--- src/rtl/msi_block_ctrl.sv ---
module msi_block_ctrl #(
  parameter int NUM_BLOCKS = 4,
  localparam int IDX_W = (NUM_BLOCKS > 1) ? $clog2(NUM_BLOCKS) : 1
) (
  input  logic                    clk,
  input  logic                    rst_n,
  input  logic                    core_valid,
  input  logic [1:0]              core_op,
  input  logic [IDX_W-1:0]        core_idx,
  output logic                    core_ready,
  output logic [NUM_BLOCKS-1:0]   core_hit_mask,
  output logic                    req_valid,
  output logic [1:0]              req_type,
  output logic [IDX_W-1:0]        req_idx,
  input  logic                    snp_valid,
  input  logic [1:0]              snp_type,
  input  logic [IDX_W-1:0]        snp_idx,
  input  logic                    dat_valid,
  input  logic [IDX_W-1:0]        dat_idx,
  output logic                    resp_valid,
  output logic                    resp_to_req,
  output logic                    resp_to_mem,
  output logic [IDX_W-1:0]        resp_idx,
  output logic                    err,
  output logic [3*NUM_BLOCKS-1:0] blk_state
);
  localparam logic [2:0] ST_I = 3'd0, ST_S = 3'd1, ST_M = 3'd2,
                         ST_ISD = 3'd3, ST_IMD = 3'd4, ST_SMD = 3'd5;
  localparam logic [1:0] OP_LD = 2'd0, OP_ST = 2'd1, OP_RP = 2'd2;
  localparam logic [1:0] B_GETS = 2'd0, B_GETM = 2'd1, B_PUTM = 2'd2;

  logic [2:0] st [NUM_BLOCKS];

  wire [2:0] cur    = st[core_idx];
  wire [2:0] snp_st = st[snp_idx];
  wire [2:0] dat_st = st[dat_idx];

  wire bus_busy = (snp_valid && snp_idx == core_idx) ||
                  (dat_valid && dat_idx == core_idx);

  assign core_ready = !bus_busy && cur != ST_ISD && cur != ST_IMD &&
                      !(cur == ST_SMD && core_op != OP_LD);
  wire acc = core_valid && core_ready;

  logic [2:0] acc_next;
  logic       acc_req, acc_hit;
  logic [1:0] acc_type;
  always_comb begin
    acc_next = cur;
    acc_req  = 1'b0;
    acc_hit  = 1'b0;
    acc_type = B_GETS;
    case (core_op)
      OP_LD: if (cur == ST_I) begin acc_next = ST_ISD; acc_req = 1'b1; end
             else acc_hit = 1'b1;
      OP_ST: case (cur)
               ST_I: begin acc_next = ST_IMD; acc_req = 1'b1; acc_type = B_GETM; end
               ST_S: begin acc_next = ST_SMD; acc_req = 1'b1; acc_type = B_GETM; end
               ST_M: acc_hit = 1'b1;
               default: ;
             endcase
      OP_RP: case (cur)
               ST_S: acc_next = ST_I;
               ST_M: begin acc_next = ST_I; acc_req = 1'b1; acc_type = B_PUTM; end
               default: ;
             endcase
      default: ;
    endcase
  end

  logic [2:0] snp_next;
  logic       snp_to_req, snp_to_mem, snp_err;
  always_comb begin
    snp_next   = snp_st;
    snp_to_req = 1'b0;
    snp_to_mem = 1'b0;
    snp_err    = 1'b0;
    if (snp_valid)
      case (snp_st)
        ST_M: case (snp_type)
                B_GETS: begin snp_next = ST_S; snp_to_req = 1'b1; snp_to_mem = 1'b1; end
                B_GETM: begin snp_next = ST_I; snp_to_req = 1'b1; end
                default: snp_err = 1'b1;
              endcase
        ST_S: if (snp_type == B_GETM) snp_next = ST_I;
        ST_ISD, ST_IMD, ST_SMD: snp_err = 1'b1;
        default: ;
      endcase
  end

  wire       dat_fill = dat_valid && (dat_st == ST_ISD || dat_st == ST_IMD || dat_st == ST_SMD);
  wire       dat_err  = dat_valid && !dat_fill;
  wire [2:0] dat_next = (dat_st == ST_ISD) ? ST_S : ST_M;

  always_ff @(posedge clk or negedge rst_n) begin
    if (!rst_n) begin
      for (int i = 0; i < NUM_BLOCKS; i++) st[i] <= ST_I;
    end else begin
      for (int i = 0; i < NUM_BLOCKS; i++) begin
        if (dat_fill && dat_idx == IDX_W'(i))
          st[i] <= dat_next;
        else if (snp_valid && snp_idx == IDX_W'(i))
          st[i] <= snp_next;
        else if (acc && core_idx == IDX_W'(i))
          st[i] <= acc_next;
      end
    end
  end

  always_ff @(posedge clk or negedge rst_n) begin
    if (!rst_n) begin
      core_hit_mask <= '0;
      req_valid     <= 1'b0;
      req_type      <= B_GETS;
      req_idx       <= '0;
      resp_valid    <= 1'b0;
      resp_to_req   <= 1'b0;
      resp_to_mem   <= 1'b0;
      resp_idx      <= '0;
      err           <= 1'b0;
    end else begin
      for (int i = 0; i < NUM_BLOCKS; i++)
        core_hit_mask[i] <= (acc && acc_hit && core_idx == IDX_W'(i)) ||
                            (dat_fill && dat_idx == IDX_W'(i));
      req_valid   <= acc && acc_req;
      req_type    <= acc_type;
      req_idx     <= core_idx;
      resp_valid  <= snp_to_req;
      resp_to_req <= snp_to_req;
      resp_to_mem <= snp_to_mem;
      resp_idx    <= snp_idx;
      err         <= snp_err || dat_err;
    end
  end

  for (genvar g = 0; g < NUM_BLOCKS; g++) begin : g_out
    assign blk_state[3*g +: 3] = st[g];
  end
endmodule

--- config.mk ---
export PLATFORM = sky130hd
export DESIGN_NAME = msi_block_ctrl
export DESIGN_NICKNAME = d
export VERILOG_FILES = /design/src/rtl/msi_block_ctrl.sv
export SDC_FILE = /design/constraint.sdc
export NUM_CORES = 1
export LEC_CHECK = 0
export CORE_ASPECT_RATIO = 1.75
export CORE_MARGIN = 10
export CORE_UTILIZATION = 51
export CTS_CLUSTER_DIAMETER = 50
export DETAILED_ROUTE_END_ITERATION = 8
export GPL_ROUTABILITY_DRIVEN = 0
export PLACE_DENSITY = 0.84
export SLEW_MARGIN = 20
export SYNTH_ARGS = -nofsm -noshare
export SYNTH_HDL_FRONTEND = slang
export SYNTH_SLANG_ARGS = --single-unit
--- constraint.sdc ---
create_clock -name clk -period 2.6 [get_ports clk]
set_clock_uncertainty 0.15 [all_clocks]
set_input_delay 0.52 -clock clk [delete_from_list [all_inputs] [get_ports clk]]
set_output_delay 0.52 -clock clk [all_outputs]
set_load 0.01 [all_outputs]
# Word level (Yosys, flattened, before mapping)
# Cells that the tools add are included.
# Widths: inputs -> output; s select.
# classes
n_addsub	0
n_mul	0
n_div	0
magnitude_cmp	3
eq_ne	27
n_shift	0
n_mux	48
n_bitwise	3
reduce_logical	53
# op_table
op	n
$mux 3	22
$logic_and 1x1->1	27
$bmux 3 s2	3
$pmux 3 s2	3
$eq 3x3->1 const B	5
$eq 2x2->1 const B	7
$mux 1	13
$eq 3x2->1 const B	4
$reduce_bool 3->1	4
$eq 2x1->1 const B	5
$logic_not 2->1	5
$ge 3x3->1 const B	3
$not 2->3	3
$pmux 3 s3	1
$logic_or 1x1->1	8
$eq 3x1->1 const B	2
$reduce_or 2->1	3
$eq 2x2->1	2
$mux 2	2
$pmux 1 s2	2
$pmux 2 s2	1
$logic_not 1->1	3
$logic_not 3->1	1
$ne 3x2->1 const B	1
other kinds (4)	4
# word_totals
reg_bits	26
latch_bits	0
mem_bits_rw	0
mem_bits_ro	0
input_bits	15
out_inout_bits	28
word_cells	146
memories	0

# Logic depth before layout (Yosys ltp)
# logic_depth
depth_word	13
depth_mapped	8
depth_no_buf	8

# Worst setup path before layout
# Ideal clock, no wire load.
# synth_path
kind	input-to-reg
from	input port core_idx[0]
to	register st, in the netlist blk_state[8]
setup_ns	0.125
arrival_ns	2.267
required_time_ns	2.325
path_slack_ns	0.059
cell_stages	6
n_path_buf	2
cell_sequence	buf_6 -> mux4_1 -> buf_4 -> a22o_4 -> o211ai_2 -> mux2_2
# synth_between
elab_chain_cells	11
word_cells_on_any_way	33
classes_between	8 x eq/ne; 10 x mux; 1 x bitwise; 14 x reduce/logical
# synth_rtl
element	line_no	rtl
start: declaration	9	input logic [IDX_W-1:0] core_idx,
$not 2->3 (not written as such)	34	wire [2:0] cur = st[core_idx];
$bmux 3 s2	34	
$mux 3 (not written as such) (2 in a row)	34	
$eq 3x2->1, or another cell as far along	62	OP_RP: case (cur)
$reduce_or 2->1 (no line), or another cell as far along	n/a	
$mux 3, or another cell as far along	62	
$pmux 3 s3 / $logic_and 1x1->1 (equally long branches)	53, 41	
$mux 3 / $logic_and 1x1->1 (equally long branches)	104, 43	
$mux 3 / $logic_and 1x1->1 (equally long branches)	102, 104	
$mux 3 / $reduce_bool 3->1 (equally long branches)	n/a	
end signal: indexed assignment	101	st[i] <= dat_next;
end signal: indexed assignment	103	st[i] <= snp_next;
end signal: indexed assignment	105	st[i] <= acc_next;
end: declaration	32	logic [2:0] st [NUM_BLOCKS];
# Several ways; a longest one is shown, not always the timed one. The select of a mux whose other input is x is not followed.
# A chain may end at the register's enable or synchronous reset.

# Worst setup path after layout
# layout_path
from	input port snp_idx[0]
to	register st, in the netlist blk_state[9]
# layout_between
elab_chain_cells	10
word_cells_on_any_way	24
classes_between	4 x eq/ne; 9 x mux; 1 x bitwise; 10 x reduce/logical
# layout_rtl
element	line_no	rtl
start: declaration	17	input logic [IDX_W-1:0] snp_idx,
parallel branches: the longest is 10 deep, another holds $not 2->3	n/a	
# Parallel ways; which one is timed is not known. The select of a mux whose other input is x is not followed.

==> run_results.csv <==
group,metric,value,unit
status,status,"completed",
cts,clkSinkCount,26,
cts,h-tree-depth,1,
grt,grt_pass1_vias,2364,
worst_setup_path,cpMaxStageDelayCell,"mux4_2",
power,powerDensity,913,nW/um^2
place,port_buffers,42,
finish,fin_cells,360,
cts,hold_buffers,0,
route,viasPerCell,6.51,
route,finalWirelength,7990,um
worst_setup_path,worst_path_largest_cell_delay,620,ps
route,dr.pass1.iters,8,
route,antenna_left,0,
logic_synthesis,synth_seq_cells,26,
power,pwr-share-comb,68.8,%
logic_synthesis,synth_top_flop_cell,"dfrtp_1",
route,wl_per_cell,22.2,um
finish,layout-drive-gt1-share,39.5,%
floorplan,die_area,6880,sq um
power,power.internal,1.63,mW
cts,clkLatencyLatePin,290,ps
logic_synthesis,synthTopCellsByCount,"nor2_1 (29), dfrtp_1 (26), nand2_1 (11), o21ai_0 (11)",
worst_setup_path,end_kind,"register",
power,p_leak,1.36,nW
power,clkPwrFrac,9.8,%
power,seqPwrFrac,21.3,%
grt,grt-ovfl-total,0,
timing,tightestPinTransition,478,ps
cts,max-clock-path-buffers,2,
power,p_switching,1.20,mW
logic_synthesis,synth_top_area_cell,"dfrtp_1",
route,drc,0,
timing,final-hold-violation-count,0,
finish,fin_util,83.7,%
finish,syn_to_final_growth,56.2,%
logic_synthesis,syn_inst,205,
power,swShare,42.3,%
run,cap_viol_max_count,0,
worst_setup_path,cp_data_arrival_time,2580,ps
logic_synthesis,synthesis.nets,224,
grt,grt_max_degree,27,
logic_synthesis,syn_area_per_cell,9.67,sq um
logic_synthesis,netlist_area,1980,sq um
place,dp_hpwl,5710,um
floorplan,fp.dieW,67.1,um
floorplan,start_util,53.5,%
finish,fillers,209,
worst_setup_path,timing.critical_path.mode_cell,"buf_4",
grt,grt_use_total,23.8,%
hold_path,worst_hold_path_type,"primary input to register",
timing,slew_violations,0,
timing,period_share,98.7,%
cts,path_clk_slew,90,ps
worst_setup_path,path_max_fanout,8,
route,drt_iter0_markers,243,
worst_setup_path,cp_top_family,"buffers and inverters",
logic_synthesis,yosys_warnings,0,
floorplan,rows,29,
logic_synthesis,synth_edf_count,0,
worst_setup_path,crit_buf_inv,4,
floorplan,dieHeight,102,um
power,ir_drop,0.715,mV
logic_synthesis,yosysMostFrequentCell,"nor2_1",
logic_synthesis,async_flop_share,100,%
logic_synthesis,yosysUniqueCellTypes,53,
cts,cts_inserted_buffers,3,
grt,antenna_found_initial,0,
cts,cts_tree,"built",
logic_synthesis,netlist.area_leader.share,32.8,%
finish,seqCellArea,651,sq um
timing,clock.fmax,390,MHz
finish,fin_nets,334,
logic_synthesis,seq_area_frac_synth,32.8,%
finish,multi_input_area,1340,sq um
place,dp.cells,349,
floorplan,pin_count,43,
finish,antennaDiodeCount,0,
route,vias,2343,
grt,grt_pass1_wl,12200,um
timing,fin_crit,2570,ps
floorplan,core-area,3700,sq um
worst_setup_path,path_cells,"clkdlybuf4s50_1 > buf_6 > buf_4 > mux4_2 > a21oi_2 > buf_4 > o31ai_1 > o21ai_1 > a31oi_1",
logic_synthesis,synth.area.top_cells,"dfrtp_1 (33%), mux4_2 (8.0%), nor2_1 (5.5%)",
timing,whs,255,ps
timing,finalSetupViolCount,0,
worst_setup_path,required,2610,ps
cts,cts_root_buf,"clkbuf_8",
timing,relSlewSlack,67.2,%
worst_setup_path,worstSetupPathType,"primary input to register",
worst_setup_path,startpoint_type,"primary input",
-- layout by cell type, fill, tap and decap left out, drive strengths merged, types with 2 or more instances in the layout --
cell and n:
a211oi 4, a21oi 6, a22o 2, a31oi 4, and2b 2, and3 2
buf 76, clkbuf 5, clkdlybuf4s50 35, dfrtp 26, dlygate4sd2 3, ha 4
inv 6, mux2 6, mux2i 2, mux4 8, nand2 11, nand2b 2
nand3 7, nand3b 3, nand4 4, nand4b 2, nor2 30, nor2b 4
nor3 6, nor4b 3, o211ai 10, o21ai 12, o21bai 4, o31ai 5
xnor2 4
-- per-stage QoR --
stage / instance area [sq um] / setup WS [ps] / TNS (ps) / power, mW
final: 3100 / 34.3 / 0 / 2.83
after global routing: 3100 / -17.2 / -69.5 / 2.97
after CTS: 3050 / 13.8 / 0 / 2.72
after detailed placement: 2890 / -763 / -10070 / 2.35
after global placement: 2890 / -771 / -8970 / 2.30
after floorplan: 1980 / 58.5 / 0 / 1.46
-- power groups by stage --
stage | Sequential, mW | Clock (mW) | Combinational [mW]
2_1_floorplan | 0.673 | 0 | 0.792
3_3_place_gp | 0.601 | 0 | 1.70
3_5_place_dp | 0.602 | 0 | 1.75
4_1_cts | 0.594 | 0.268 | 1.86
5_1_grt | 0.612 | 0.300 | 2.05
6_report | 0.603 | 0.278 | 1.95
-- per-layer routing --
layer / GRT usage (%) / vias to the layer above / routed length, um
li1: - / 994 / -
met1: 22.9 / 1114 / 2510
met2: 41.3 / 158 / 4150
met3: 6.57 / 77 / 620
met4: 17.6 / 0 / 704
met5: 1.56 / - / 0
-- area by class of cell --
class | instances | share of cell area, %
inverters | 6 | 0.727
multi-input cells | 162 | 43.2
flip-flops and latches | 26 | 21.0
clock buffers | 4 | 1.78
repair buffers | 116 | 31.4
well taps | 46 | 1.86
-- what timing repair did --
item                                    CTS  global route
endpoints found under the setup margin   18             8
setup buffers                             4             3
pin swaps                                 6             3
gates cloned                              0             0
resized for setup                        37            11
-- cell families after synthesis --
kind of cell | after synthesis | share of synthesized area (%)
AO/OA/AOI/OAI | 54 | 21.0
XOR/XNOR | 4 | 1.77
adder cells (fa/ha/maj) | 4 | 2.53
buffers and inverters | 17 | 4.99
flip-flops | 26 | 32.8
multiplexers | 16 | 13.7
AND/OR/NAND/NOR | 84 | 23.2
-- path summary, 6_finish.rpt --
| kind | from | end | slack, ps | cells after the start |
|---|---|---|---|---|
| max in group asynchronous | rst_n | req_type[0] | 1590 | 2 |
| hold / removal | core_idx[1] | req_idx[1] | 260 | 1 |
| hold reg to reg | blk_state[2] | blk_state[2] | 540 | 2 |
| setup reg to reg | blk_state[1] | blk_state[3] | 70 | 7 |
| setup / recovery | snp_idx[0] | blk_state[9] | 30 | 9 |
| min in group asynchronous | rst_n | req_idx[1] | 460 | 2 |
-- sequential cells by signal (all words and copies together), names as in the netlist --
| register | flops |
|---|---|
| blk_state | 12 |
| core_hit_mask | 4 |
| req_idx | 2 |
| req_type | 2 |
| resp_idx | 2 |
| err | 1 |
| req_valid | 1 |
| resp_to_mem | 1 |
| resp_to_req | 1 |
No activity file was read; power rests on OpenSTA's default activity.
